[config.mk]
export PLATFORM = sky130hd
export DESIGN_NAME = quad_phase_sequencer
export DESIGN_NICKNAME = d
export VERILOG_FILES = /design/src/rtl/seq_pkg.sv /design/src/rtl/phase_gen.sv /design/src/rtl/pc_unit.sv /design/src/rtl/pipe_regs.sv /design/src/rtl/quad_phase_sequencer.sv
export SDC_FILE = /design/constraint.sdc
export NUM_CORES = 1
export LEC_CHECK = 0
export BUFFER_PORTS_ARGS = -buffer_cell sky130_fd_sc_hd__buf_2
export CORE_AREA = 2 2 80 82
export CTS_CLUSTER_DIAMETER = 120
export DETAILED_ROUTE_END_ITERATION = 12
export DIE_AREA = 0 0 82 84
export PLACE_DENSITY = 0.53
export RECOVER_POWER = 50
export REMOVE_ABC_BUFFERS = 1
export SLEW_MARGIN = 20
export SYNTH_ARGS = -nofsm -noshare
export SYNTH_HDL_FRONTEND = slang
export SYNTH_SLANG_ARGS = --single-unit
[constraint.sdc]
create_clock -name clk_i -period 1.75 [get_ports clk_i]
set_clock_uncertainty 0.1 [all_clocks]
set_input_delay 0.35 -clock clk_i [delete_from_list [all_inputs] [get_ports clk_i]]
set_output_delay 0.35 -clock clk_i [all_outputs]
set_load 0.1 [all_outputs]
[src/rtl/seq_pkg.sv]
package seq_pkg;
  typedef enum logic [1:0] {
    PH_Q1 = 2'd0,
    PH_Q2 = 2'd1,
    PH_Q3 = 2'd2,
    PH_Q4 = 2'd3
  } phase_e;

  localparam int unsigned NUM_PHASES = 4;
endpackage

[src/rtl/phase_gen.sv]
module phase_gen
  import seq_pkg::*;
(
  input  logic                  clk_i,
  input  logic                  rst_ni,
  output phase_e                ph_o,
  output logic [NUM_PHASES-1:0] phase_o,
  output logic                  clkout_o
);
  phase_e ph_q;

  always_ff @(posedge clk_i or negedge rst_ni) begin
    if (!rst_ni) ph_q <= PH_Q1;
    else         ph_q <= phase_e'(ph_q + 2'd1);
  end

  for (genvar g = 0; g < NUM_PHASES; g++) begin : g_dec
    assign phase_o[g] = (ph_q == phase_e'(g));
  end

  assign clkout_o = (ph_q == PH_Q1) || (ph_q == PH_Q2);
  assign ph_o     = ph_q;
endmodule

[src/rtl/pc_unit.sv]
module pc_unit #(
  parameter int unsigned PC_W = 8
) (
  input  logic            clk_i,
  input  logic            rst_ni,
  input  logic            adv_i,     // edge that starts Q1
  input  logic            load_i,    // resolved branch
  input  logic [PC_W-1:0] target_i,
  output logic [PC_W-1:0] pc_o
);
  logic [PC_W-1:0] pc_q;

  always_ff @(posedge clk_i or negedge rst_ni) begin
    if (!rst_ni)     pc_q <= '0;
    else if (adv_i)  pc_q <= load_i ? target_i : pc_q + 1'b1;
  end

  assign pc_o = pc_q;
endmodule

[src/rtl/pipe_regs.sv]
module pipe_regs #(
  parameter int unsigned INSTR_W = 14
) (
  input  logic               clk_i,
  input  logic               rst_ni,
  input  logic               cap_i,    // end of Q4
  input  logic               xfer_i,   // end of Q1
  input  logic               flush_i,
  input  logic [INSTR_W-1:0] data_i,
  output logic [INSTR_W-1:0] ir_o,
  output logic               ir_valid_o
);
  logic [INSTR_W-1:0] fl_q, ir_q;
  logic               fl_v_q, ir_v_q;

  always_ff @(posedge clk_i or negedge rst_ni) begin
    if (!rst_ni) begin
      fl_q   <= '0;
      fl_v_q <= 1'b0;
    end else if (cap_i) begin
      fl_q   <= data_i;
      fl_v_q <= !flush_i;
    end
  end

  always_ff @(posedge clk_i or negedge rst_ni) begin
    if (!rst_ni) begin
      ir_q   <= '0;
      ir_v_q <= 1'b0;
    end else if (xfer_i) begin
      ir_q   <= fl_q;
      ir_v_q <= fl_v_q;
    end
  end

  assign ir_o       = ir_q;
  assign ir_valid_o = ir_v_q;
endmodule

[src/rtl/quad_phase_sequencer.sv]
module quad_phase_sequencer
  import seq_pkg::*;
#(
  parameter int unsigned PC_W    = 8,
  parameter int unsigned INSTR_W = 14
) (
  input  logic               clk_i,
  input  logic               rst_ni,
  input  logic [INSTR_W-1:0] prog_data_i,
  input  logic               branch_taken_i,
  input  logic [PC_W-1:0]    branch_target_i,
  output logic [3:0]         phase_o,
  output logic               clkout_o,
  output logic [PC_W-1:0]    prog_addr_o,
  output logic [INSTR_W-1:0] instr_o,
  output logic               instr_valid_o,
  output logic               dmem_rd_o,
  output logic               dmem_wr_o
);
  phase_e ph;
  logic   ir_v;
  logic   end_q4, end_q1, br_go;

  phase_gen u_phase (
    .clk_i    (clk_i),
    .rst_ni   (rst_ni),
    .ph_o     (ph),
    .phase_o  (phase_o),
    .clkout_o (clkout_o)
  );

  assign end_q4 = (ph == PH_Q4);
  assign end_q1 = (ph == PH_Q1);
  // flushed slots cannot redirect
  assign br_go  = end_q4 && branch_taken_i && ir_v;

  pc_unit #(.PC_W(PC_W)) u_pc (
    .clk_i    (clk_i),
    .rst_ni   (rst_ni),
    .adv_i    (end_q4),
    .load_i   (br_go),
    .target_i (branch_target_i),
    .pc_o     (prog_addr_o)
  );

  pipe_regs #(.INSTR_W(INSTR_W)) u_pipe (
    .clk_i      (clk_i),
    .rst_ni     (rst_ni),
    .cap_i      (end_q4),
    .xfer_i     (end_q1),
    .flush_i    (br_go),
    .data_i     (prog_data_i),
    .ir_o       (instr_o),
    .ir_valid_o (ir_v)
  );

  assign instr_valid_o = ir_v;
  assign dmem_rd_o     = ir_v && (ph == PH_Q2);
  assign dmem_wr_o     = ir_v && (ph == PH_Q4);
endmodule


* Word level (Yosys, flattened, before mapping)
Cells that the tools add are included.
Widths: inputs -> output; s select.
** Word-level totals
- Logic and storage cells :: 19
- Input bits :: 25
- Register bits :: 40
- Output and inout port bits :: 30
** Cells by class
- Equality and inequality tests :: 3
- $add $sub $neg :: 2
- Mux-type cells :: 1
- Reductions and logical operators :: 7
** Operator list (count)
- $add 8x1->8 const B :: 1
- $mux 8 :: 1
- $eq 2x2->1 const B :: 2
- $logic_and 1x1->1 :: 4
- $add 2x1->2 const B :: 1
- $eq 2x1->1 const B :: 1
- $logic_not 2->1 :: 1
- $logic_not 1->1 :: 1
- $logic_or 1x1->1 :: 1

* Depth between registers and ports, before layout
- Depth after elaboration :: 4
- Mapped depth :: 5

* Modules after synthesis
A second synthesis with hierarchy kept.
** Unflattened totals
- Cells, all modules :: 135
- Area total of the unflattened synthesis :: 1878.1 µm²
** By module, submodules not included
- pipe_regs :: instances 1, area each 1224.9 µm², cells an instance 65
- pc_unit :: instances 1, area each 503.0 µm², cells an instance 56
- phase_gen :: instances 1, area each 113.9 µm², cells an instance 9
- quad_phase_sequencer :: instances 1, area each 36.3 µm², cells an instance 5

* Worst setup path before layout
No wires, ideal clock.
- Path kind :: flip-flop to output port
- From :: register u_phase.ph_q[1] (netlist: u_phase.ph_o[1])
- To :: output port dmem_rd_o
- Buffers on the path :: 0
- Required time :: 1300 ps
- Arrival time :: 2119 ps
- Cell stages (with the launch flop) :: 4
- Slack :: -819 ps
- Path through :: dfrtp_1 -> inv_1 -> ha_1 -> and2_1
** Between the ends
- Longest elaborated chain between the ends :: 2
** RTL lines
- start: declaration :: line phase_gen.sv:10 : phase_e ph_q;
- start signal: assignment :: line phase_gen.sv:14 : else ph_q <= phase_e'(ph_q + 2'd1);
- $eq 2x1->1
- net phase_o[1] :: line quad_phase_sequencer.sv:12 : output logic [3:0] phase_o,
- $logic_and 1x1->1 :: line quad_phase_sequencer.sv:58 : assign dmem_rd_o = ir_v && (ph == PH_Q2);
- end: declaration :: line quad_phase_sequencer.sv:17 : output logic dmem_rd_o,
The timed path passes the listed nets, and every way through them passes these cells.

* Worst setup path after layout
- From :: register u_phase.ph_q[0] (netlist: u_phase.ph_o[0])
- To :: output port clkout_o
** Between the ends
- Longest elaborated chain between the ends :: 2
- Elaborated cells between the ends (all ways) :: 3
- Those cells by class :: eq/ne: 1; reduce/logical: 2
** RTL lines
- $eq 2x1->1 or $logic_not 2->1 (tied branches) :: line phase_gen.sv:21 : assign clkout_o = (ph_q == PH_Q1) || (ph_q == PH_Q2);
- $logic_or 1x1->1 * :: line phase_gen.sv:21
- end: declaration :: line quad_phase_sequencer.sv:13 : output logic clkout_o,
Mark *: on every way between the ends. The rest lies on a longest branch, timed or not.

==> key figures <==
STA
  – Slew margin rel.: 0.6588
  – Max Freq: 555.6 MHz
  – Final Hold Vio Count: 0
  – # setup viols final: 1
  – RSZ-0062 raised after global routing: true
  – Slew @ Worst Pin: 0.5118 ns
  – Setup ws final: -0.04981 ns
  – Final worst path period share: 1.028
  – Final Max Slew Viols: 0
  – Tmin final: 1.800 ns
  – TNS Setup: -0.04981 ns

Logic synthesis
  – Synthesized area per cell: 12.77 µm²
  – Synthesized area: 0.001762 mm²
  – Yosys warning count: 0
  – Yosys cell types: 30
  – Sequential fraction of the synthesis area: 0.5682
  – Yosys reg bits: 40
  – Cells after Synth: 138

Power
  – P_leak: 1.109 nW
  – Sequential share of power: 0.432
  – Clock share of power: 0.294
  – Pwr Density: 990.5 mW/mm²
  – Internal power: 1.568 mW
  – Gate power share: 0.274
  – Switching share of power: 0.3710
  – VDD IR max: 0.0006032 V
  – Net switching power: 0.9252 mW

Floorplan
  – Ports: 55
  – Die area: 0.006888 mm²
  – Cell Rows: 29
  – Total core area: 0.006096 mm²
  – Initial core utilization: 0.2890
  – Die height: 84 µm
  – Die W: 82 µm

Layout
  – Final Non-Filler Cells: 280
  – Area Growth Syn to Fin: 42.90%
  – Nets: 232
  – Layout cells sized above 1: 0.5567
  – Antenna Cells: 0

CTS
  – Clock buffer depth: 2
  – Clock root buffer: clkbuf_8
  – Clock transition at path regs: 0.07 ns
  – CTS tree: built
  – Clk sinks: 40
  – Clk Latency, worst-skew pair: 0.29 ns
  – CTS H-tree lvls: 2
  – Total CTS buffers: 5

Route
  – Post-route DRC: 0
  – Routed Antenna Nets: 0
  – TritonRoute pass-1 iters: 4
  – DRT iter0 DRCs: 70
  – Via count: 1305
  – Total wire length: 3.909 mm
  – Drt via density: 4.661
  – DR WL/cell: 13.96 µm

Critical path
  – CP max stage cell: dfrtp_2
  – Largest fanout on the critical path: 3
  – Crit path cell chain: ha_4, or2_4, buf_12
  – CP required: 1.30 ns
  – CP Class: reg -> out
  – Crit path launch type: register
  – Crit. End Element: output port
  – Arrival time worst endpoint: 1.35 ns
  – CP max stage delay: 0.46 ns

Run
  – Max Cap Viol: 0

Global routing
  – Largest net degree at the start of global routing: 28
  – Initial antenna violation count: 0
  – Grt total ovfl: 0
  – Global-route wire length before repair: 6.348 mm
  – Vias in the first global route: 1324
  – Total Routing Usage GR: 0.1200

Placed design
  – DP Cell Count: 263
  – Final RePlAce weighted congestion: 0.7070
  – Port bufs: 54
  – Dpl hpwl: 2.622 mm

Worst hold path
  – Worst hold path type: in -> reg

Outcome
  – Failing checks: negative setup slack
  – Outcome: finished, violations left
==> registers in the layout, indices dropped and copies added, names as in the netlist <==
signal	count
u_phase.ph_o	2
u_pipe.ir_o	14
u_pipe.fl_v_q	1
u_pipe.ir_valid_o	1
u_pipe.fl_q	14
u_pc.pc_o	8
==> through the flow <==
step           utilization  total power [mW]  cell area [µm²]  hold WS (ns)  setup WS (ns)
5_1_grt             0.4130             2.614             2517        0.1770       -0.09259
4_1_cts             0.3929             2.528             2395        0.1778       -0.07585
3_5_place_dp        0.3682             1.774             2245        0.2540         0.1215
3_3_place_gp        0.3682             1.770             2245        0.2494         0.1518
6_report            0.4130             2.494             2517        0.1865       -0.04981
2_1_floorplan            -             1.611             1705      -0.04559         -1.413
==> power groups by stage <==
stage                     registers, mW  logic, mW  clock network [mW]
after global placement             1.09      0.678                   0
after floorplan                    1.48      0.135                   0
after detailed placement           1.09      0.681                   0
final                              1.08      0.684               0.733
after global routing               1.09      0.720               0.806
after CTS                          1.08      0.689               0.762
==> Yosys cell counts, drive strengths merged <==
library cell | instances | area share
a21oi | 4 | 0.011
a22oi | 1 | 0.0043
o22ai | 1 | 0.0036
and3 | 2 | 0.0071
nor2 | 3 | 0.0064
nor2b | 2 | 0.0071
inv | 4 | 0.0085
nand2 | 4 | 0.0085
or2 | 1 | 0.0036
nand4 | 2 | 0.0071
o21ai | 3 | 0.0085
o31ai | 1 | 0.0043
a311oi | 1 | 0.0050
and2 | 3 | 0.012
buf | 9 | 0.030
nor3 | 2 | 0.0057
a31oi | 3 | 0.011
clkbuf | 1 | 0.0021
mux2i | 1 | 0.0057
nand3 | 6 | 0.017
dfrtp | 40 | 0.57
a22o | 2 | 0.0099
nand2b | 3 | 0.011
o211ai | 2 | 0.0085
o41ai | 1 | 0.0050
ha | 5 | 0.036
mux2 | 29 | 0.19
or4 | 2 | 0.0085
==> layout make-up <==
cell class	count	area [µm²]
fillers	602	3578
flip-flops and latches	40	1002
clock inverters	2	35.03
clock buffers	6	72.57
multi-input cells	84	747.0
repair buffers	67	546.8
inverters	4	17.52
well taps	77	96.34
==> critical path: cells and delay by family, from the launching register on <==
kind	cells	cell delay (ns)
and+or+nand+nor	1	0.25
DFF	1	0.46
adders and majority gates	1	0.18
buffers and inverters	1	0.16
==> timing repair <==
action                                  in CTS  in global routing
pin swaps                                    0                  1
cloned                                       0                  1
hold endpoints to repair                    20                  0
hold buffers                                 1                  0
endpoints found under the setup margin       6                  6
gates resized for setup                      8                 11
buffers inserted                             2                  5
==> final timing paths <==
path                       cells after the start  slack, ns             from             end
setup / recovery                               3      -0.05  u_phase.ph_o[0]        clkout_o
hold / removal                                 2       0.19   prog_data_i[8]  u_pipe.fl_q[8]
setup reg to reg                               7       0.08  u_phase.ph_o[1]    u_pc.pc_o[6]
hold reg to reg                                1       0.40   u_pipe.ir_o[8]  u_pipe.ir_o[8]
max in group asynchronous                      3       0.59           rst_ni    u_pc.pc_o[2]
min in group asynchronous                      2       0.47           rst_ni    u_pc.pc_o[7]
==> placed cells by master (no fill, tap or decap), types with 2 or more instances in the layout <==
cell,count
nand2_1,4
and2_4,3
a31oi_1,3
nand4_1,2
nor2_1,3
nand2b_1,3
nor2b_1,2
dfrtp_1,39
a21oi_1,4
nor3_1,2
nand3_1,6
buf_12,9
and3_1,2
ha_4,4
clkbuf_8,5
inv_1,2
buf_4,8
o211ai_1,2
or4_1,2
buf_2,45
mux2_2,29
a22o_1,2
o21ai_0,3
==> cells by family (layout without fill, tap and decap cells) <==
group	after synthesis	in the layout	share of synthesized area
flip-flops	40	40	0.5682
multiplexers	30	30	0.1910
AND/OR/NAND/NOR	30	30	0.09375
AO/OA/AOI/OAI	19	19	0.07103
buffers and inverters	14	79	0.04048
adder cells (fa/ha/maj)	5	5	0.03551
==> layer usage <==
layer	GRT usage	routed length [µm]
met1	0.1436	1600
met2	0.1973	1943
met3	0.02597	254
met4	0.06364	110
met5	0	0
No activity file was read; power rests on OpenSTA's default activity.
